## src/rtl/i2c_rd_pkg.sv

```systemverilog
package i2c_rd_pkg;
  typedef enum logic [2:0] {
    ST_IDLE,
    ST_ADDR,
    ST_ADDR_ACK,
    ST_BADDR,
    ST_BADDR_ACK,
    ST_TX,
    ST_TX_ACK,
    ST_SKIP
  } st_e;
endpackage

```

## src/rtl/i2c_rd_sync.sv

```systemverilog
module i2c_rd_sync #(
  parameter int STAGES = 2
) (
  input  logic clk_i,
  input  logic rst_ni,
  input  logic scl_i,
  input  logic sda_i,
  output logic scl_o,
  output logic sda_o,
  output logic start_o,
  output logic stop_o,
  output logic rise_o,
  output logic fall_o
);
  logic [STAGES-1:0] scl_ff, sda_ff;
  logic scl_q, sda_q;

  always_ff @(posedge clk_i or negedge rst_ni) begin
    if (!rst_ni) begin
      scl_ff <= '1;
      sda_ff <= '1;
      scl_q  <= 1'b1;
      sda_q  <= 1'b1;
    end else begin
      scl_ff <= {scl_ff[STAGES-2:0], scl_i};
      sda_ff <= {sda_ff[STAGES-2:0], sda_i};
      scl_q  <= scl_ff[STAGES-1];
      sda_q  <= sda_ff[STAGES-1];
    end
  end

  assign scl_o   = scl_ff[STAGES-1];
  assign sda_o   = sda_ff[STAGES-1];
  assign start_o = scl_o & scl_q & sda_q & ~sda_o;
  assign stop_o  = scl_o & scl_q & ~sda_q & sda_o;
  assign rise_o  = scl_o & ~scl_q;
  assign fall_o  = ~scl_o & scl_q;
endmodule

```

## src/rtl/i2c_rd_mem.sv

```systemverilog
module i2c_rd_mem #(
  parameter int AW = 8,
  parameter int DW = 8
) (
  input  logic          clk_i,
  input  logic          ld_we_i,
  input  logic [AW-1:0] ld_addr_i,
  input  logic [DW-1:0] ld_data_i,
  input  logic [AW-1:0] rd_addr_i,
  output logic [DW-1:0] rd_data_o
);
  localparam int DEPTH = 1 << AW;
  logic [DW-1:0] mem [DEPTH];

  always_ff @(posedge clk_i) begin
    if (ld_we_i) mem[ld_addr_i] <= ld_data_i;
    rd_data_o <= mem[rd_addr_i];
  end
endmodule

```

## src/rtl/i2c_rd_ctrl.sv

```systemverilog
module i2c_rd_ctrl
  import i2c_rd_pkg::*;
#(
  parameter int          AW  = 8,
  parameter int          DW  = 8,
  parameter logic [6:0]  TGT = 7'h50
) (
  input  logic          clk_i,
  input  logic          rst_ni,
  input  logic          start_i,
  input  logic          stop_i,
  input  logic          rise_i,
  input  logic          fall_i,
  input  logic          sda_i,
  input  logic [DW-1:0] rd_data_i,
  output logic          sda_oe_o,
  output logic [AW-1:0] ptr_o
);
  localparam int CW = $clog2(DW + 1);
  localparam logic [CW-1:0] CNT_FULL = CW'(DW);
  localparam logic [CW-1:0] CNT_LAST = CW'(DW - 1);

  st_e           state;
  logic [CW-1:0] cnt;
  logic [DW-1:0] sh;
  logic          rw, mack;

  always_ff @(posedge clk_i or negedge rst_ni) begin
    if (!rst_ni) begin
      state    <= ST_IDLE;
      cnt      <= '0;
      sh       <= '0;
      sda_oe_o <= 1'b0;
      ptr_o    <= '0;
      rw       <= 1'b0;
      mack     <= 1'b0;
    end else if (start_i) begin
      state    <= ST_ADDR;
      cnt      <= '0;
      sda_oe_o <= 1'b0;
    end else if (stop_i) begin
      state    <= ST_IDLE;
      sda_oe_o <= 1'b0;
    end else begin
      unique case (state)
        ST_ADDR, ST_BADDR: begin
          if (rise_i && cnt != CNT_FULL) begin
            sh  <= {sh[DW-2:0], sda_i};
            cnt <= cnt + 1'b1;
          end else if (fall_i && cnt == CNT_FULL) begin
            cnt <= '0;
            if (state == ST_ADDR) begin
              if (sh[DW-1:1] == TGT) begin
                sda_oe_o <= 1'b1;
                rw       <= sh[0];
                state    <= ST_ADDR_ACK;
              end else begin
                state <= ST_SKIP;
              end
            end else begin
              ptr_o    <= sh[AW-1:0];
              sda_oe_o <= 1'b1;
              state    <= ST_BADDR_ACK;
            end
          end
        end
        ST_ADDR_ACK: begin
          if (fall_i) begin
            if (rw) begin
              sh       <= rd_data_i;
              ptr_o    <= ptr_o + 1'b1;
              sda_oe_o <= ~rd_data_i[DW-1];
              cnt      <= '0;
              state    <= ST_TX;
            end else begin
              sda_oe_o <= 1'b0;
              state    <= ST_BADDR;
            end
          end
        end
        ST_BADDR_ACK: begin
          if (fall_i) begin
            sda_oe_o <= 1'b0;
            state    <= ST_SKIP;
          end
        end
        ST_TX: begin
          if (fall_i) begin
            if (cnt == CNT_LAST) begin
              sda_oe_o <= 1'b0;
              state    <= ST_TX_ACK;
            end else begin
              sh       <= {sh[DW-2:0], 1'b0};
              cnt      <= cnt + 1'b1;
              sda_oe_o <= ~sh[DW-2];
            end
          end
        end
        ST_TX_ACK: begin
          if (rise_i) mack <= ~sda_i;
          if (fall_i) begin
            if (mack) begin
              sh       <= rd_data_i;
              ptr_o    <= ptr_o + 1'b1;
              sda_oe_o <= ~rd_data_i[DW-1];
              cnt      <= '0;
              state    <= ST_TX;
            end else begin
              state <= ST_SKIP;
            end
          end
        end
        default: ;
      endcase
    end
  end
endmodule

```

## src/rtl/i2c_rd_engine.sv

```systemverilog
module i2c_rd_engine #(
  parameter int         AW     = 8,
  parameter int         DW     = 8,
  parameter logic [6:0] TGT    = 7'h50,
  parameter int         STAGES = 2
) (
  input  logic          clk_i,
  input  logic          rst_ni,
  input  logic          scl_i,
  input  logic          sda_i,
  output logic          sda_oe_o,
  input  logic          ld_we_i,
  input  logic [AW-1:0] ld_addr_i,
  input  logic [DW-1:0] ld_data_i
);
  logic scl_s, sda_s, start_det, stop_det, scl_rise, scl_fall;
  logic [AW-1:0] ptr;
  logic [DW-1:0] rd_data;

  i2c_rd_sync #(.STAGES(STAGES)) u_sync (
    .clk_i, .rst_ni, .scl_i, .sda_i,
    .scl_o(scl_s), .sda_o(sda_s), .start_o(start_det), .stop_o(stop_det),
    .rise_o(scl_rise), .fall_o(scl_fall)
  );

  i2c_rd_mem #(.AW(AW), .DW(DW)) u_mem (
    .clk_i, .ld_we_i, .ld_addr_i, .ld_data_i,
    .rd_addr_i(ptr), .rd_data_o(rd_data)
  );

  i2c_rd_ctrl #(.AW(AW), .DW(DW), .TGT(TGT)) u_ctrl (
    .clk_i, .rst_ni, .start_i(start_det), .stop_i(stop_det),
    .rise_i(scl_rise), .fall_i(scl_fall), .sda_i(sda_s),
    .rd_data_i(rd_data), .sda_oe_o, .ptr_o(ptr)
  );
endmodule

```

## config.mk

```make
export PLATFORM = sky130hd
export DESIGN_NAME = i2c_rd_engine
export DESIGN_NICKNAME = d
export VERILOG_FILES = /design/src/rtl/i2c_rd_pkg.sv /design/src/rtl/i2c_rd_sync.sv /design/src/rtl/i2c_rd_mem.sv /design/src/rtl/i2c_rd_ctrl.sv /design/src/rtl/i2c_rd_engine.sv
export SDC_FILE = /design/constraint.sdc
export NUM_CORES = 2
export LEC_CHECK = 0
export ABC_AREA = 1
export CORE_MARGIN = 2
export CORE_UTILIZATION = 43
export CTS_CLUSTER_SIZE = 8
export DETAILED_ROUTE_END_ITERATION = 8
export DONT_BUFFER_PORTS = 1
export HOLD_SLACK_MARGIN = 0.15
export PLACE_DENSITY = 0.67
export SYNTH_ARGS = -nofsm -noshare
export SYNTH_HDL_FRONTEND = slang
export SYNTH_HIERARCHICAL = 1
export SYNTH_SLANG_ARGS = --single-unit
```

## constraint.sdc

```tcl
create_clock -name clk_i -period 1.7 [get_ports clk_i]
set_input_delay 0.085 -clock clk_i [delete_from_list [all_inputs] [get_ports clk_i]]
set_output_delay 0.085 -clock clk_i [all_outputs]
set_load 0.01 [all_outputs]
```

==> flow_summary.ini <==
[pwr]
p_leak_nw = 38.8
finalPower_mw = 171
p_comb_frac = 0.348
powerDensity_mw_per_mm2 = 1600
switching_share = 0.340
netSwitchingPower_mw = 58.1
clkPwrFrac = 0.314
ir_worst_vdd_mv = 1.25
p_int_mw = 113
p_seq_frac = 0.338

[sta]
fin_crit_sh = 1.42
setup_ws_ns = -0.708
hold_violations = 2048
holdWs_ns = -0.711
max_slew.worst_pin.slew_ns = 1.09
period_needed_ns = 2.41
max_slew_margin = 0.271
rsz0062_at_grt = true
fmaxAchievable_ghz = 0.415
setup_violations = 15
drv_slew = 0
fin_worst_skew_ns = 0.0727

[final_layout]
final_nets = 7901
mostFrequentLayoutCell = nand2_1
layout-drive-gt1-share = 0.204
most-common-layout-cells = nand2_1 (2174), edfxtp_1 (2048), nand3_1 (1617)
fillers = 15800
synthToLayoutAreaGrowth_pct = 25.0

[setup_path]
crit_arrival_ns = 3.21
r2r_slack_ns = -0.71
path_max_fanout = 8
start_kind = register
r2r-start = u_ctrl/ptr_o[0]$_DFFE_PN0P_
critical_path.endpoint = u_mem/rd_data_o[6]$_DFF_P_
critical_path_class = register to register
worstSetupStartpoint = u_ctrl/ptr_o[0]$_DFFE_PN0P_
cp_data_required_time_ns = 2.50
r2r_cells = 14
cp-end-kind = register
worstReg2RegEnd = u_mem/rd_data_o[6]$_DFF_P_

[routing]
viasPerCell = 5.78
routed_wirelength_um = 255000
drt_iter0_drc = 7880
vias = 61100
routedWlPerCell_um = 24.1
antenna_left = 0
firstDrtPassIters = 8
post-route-drc-count = 0

[yosys]
yosysWarnings = 6
synth_top_area_cell = edfxtp_1
netlist_area_mm2 = 0.0854
syn_area_per_cell_um2 = 11.7
ys_types = 37
async_flop_share = 0.0153
synth_edf_count = 2048
syn_nets = 7308
yosysSeqAreaShare = 0.731
synth_top_area_share = 0.720
synth_seq_cells = 2088
netlist_top_cells_area = edfxtp_1 (72%), nand3_1 (12%), nand2_1 (9.8%)
synthFlopType = edfxtp_1
syn_inst = 7284

[place]
place_congestion = 0.908
dpl.hpwl_um = 139000
portBuffers = 0

[clock_tree]
clock_latency_ns = 0.91
cts_hold_buf = 21
cts_max_level = 5
cts_tree = built
cts_sinks = 2088
clk_pin_slew_ns = 0.05
cts_inserted_buffers = 312
clockBufferDepth = 4
clock-root-buffer = clkbuf_16

[global_route]
grt_max_degree = 257
grt_usage = 0.240
grt_pass1_wl_um = 369000
grt_pass1_vias = 59000
grt-ovfl-total = 0
antenna_found_initial = 8

[die]
die_w_um = 450
start_util = 0.433
core_mm2 = 0.197
die_h_um = 450
die-area_mm2 = 0.202
pin_count = 22
rows = 163

[run_status]
violations = hold timing, setup timing
outcome = complete, but fails checks

[worst_hold_path]
hp-class = input pin to register

[flow_run]
drv_cap = 0
[worst min path at each step]
| stage | start | to | slack [ns] | cells after the start |
|---|---|---|---|---|
| 6_report | ld_data_i[7] | u_mem/mem[96][7]$_DFFE_PP_ | -0.71 | 0 |
| 5_1_grt | ld_data_i[7] | u_mem/mem[96][7]$_DFFE_PP_ | -0.74 | 0 |
| 4_1_cts | ld_data_i[3] | u_mem/mem[101][3]$_DFFE_PP_ | -0.72 | 0 |
| 3_5_place_dp | rst_ni | u_ctrl/sda_oe_o$_DFFE_PN0P_ | -0.20 | 0 |
| 3_3_place_gp | rst_ni | u_ctrl/cnt[3]$_DFFE_PN0P_ | -0.20 | 0 |
| 2_1_floorplan | rst_ni | u_ctrl/cnt[0]$_DFFE_PN0P_ | -0.21 | 0 |
[per-stage QoR]
step,util,std cells,worst slack [ns],area (µm²),setup TNS (ns)
3_5_place_dp,0.469,10100,-1.02,92600,-9.70
2_1_floorplan,-,7284,0.0132,85400,0
5_1_grt,0.541,10600,-0.747,107000,-8.02
4_1_cts,0.526,10500,-0.645,104000,-9.77
6_report,0.541,10600,-0.708,107000,-7.32
3_3_place_gp,0.469,10100,-1.03,92600,-9.49
[cell type report]
type	count	area, µm²	area share
Timing Repair Buffer	765	9170	0.0859
Multi-Input combinational cell	4631	23200	0.217
Antenna cell	4	10.0	0.0000938
Sequential cell	2088	62500	0.585
Tap cell	2640	3300	0.0309
Clock buffer	366	8140	0.0762
Clock inverter	10	114	0.00107
Timing Repair inverter	1	16.3	0.000152
Inverter	78	335	0.00314
[registers in the layout, summed over array words and instances, names as in the netlist]
name	cells
u_ctrl/state	3
u_ctrl/sh	8
u_sync/sda_q	1
u_sync/scl_q	1
u_ctrl/mack	1
u_ctrl/ptr_o	8
u_ctrl/sda_oe_o	1
u_mem/mem	2048
u_sync/scl_ff	2
u_ctrl/rw	1
u_mem/rd_data_o	8
u_ctrl/cnt	4
u_sync/sda_ff	2
[power by group through the flow]
| stage | clock [mW] | combinational (mW) | sequential, mW |
|---|---|---|---|
| 3_5_place_dp | 0 | 44.5 | 58.6 |
| 4_1_cts | 54.1 | 51.8 | 57.6 |
| 5_1_grt | 56.3 | 62.4 | 57.6 |
| 3_3_place_gp | 0 | 44.1 | 58.6 |
| 6_report | 53.6 | 59.4 | 57.7 |
| 2_1_floorplan | 0 | 26.4 | 58.3 |
[per-layer routing]
layer / share of wire / wire [µm] / vias to the layer above / GRT usage
li1: - / - / 26900 / -
met3: 0.10 / 26500 / 646 / 0.0462
met1: 0.38 / 97900 / 30000 / 0.324
met5: 0.000047 / 12 / - / 0
met2: 0.47 / 120000 / 3622 / 0.382
met4: 0.041 / 10500 / 2 / 0.0988
[worst max-delay path, cell delays in order, from the launching register on]
cell and delay [ns]:
dfrtp_4 0.61, clkinv_8 0.14, buf_16 0.19, clkbuf_16 0.19, buf_12 0.15, nand2_1 0.08, nand3_1 0.10, nand3_2 0.13
nand3_4 0.12, nand3_4 0.11, nand3_4 0.10, nand3_2 0.10, nand2_4 0.09, nand2_4 0.08, nand2_1 0.05
[synth_stat cells, drive strengths merged (6+ instances only)]
| cell | n |
|---|---|
| dfrtp | 26 |
| nand4 | 9 |
| o21ai | 18 |
| dfstp | 6 |
| dfxtp | 8 |
| nand2 | 2229 |
| buf | 375 |
| edfxtp | 2048 |
| inv | 77 |
| nor2 | 305 |
| nand3 | 2055 |
| clkbuf | 112 |
[logic make-up after synthesis]
kind of cell / synth area share
XOR/XNOR: 0.000308
buffers and inverters: 0.0324
AO/OA/AOI/OAI: 0.00154
flip-flops: 0.731
adder cells (fa/ha/maj): 0.000440
AND/OR/NAND/NOR: 0.234
[what timing repair did]
| item | CTS | global route |
|---|---|---|
| setup endpoints to repair | 33 | 415 |
| pin swaps | 74 | 146 |
| hold endpoints to repair | 4130 | 2048 |
| cloned | 30 | 31 |
| gates resized for setup | 329 | 435 |
| setup buffers | 30 | 19 |
Power figures use the tool's default switching activity.
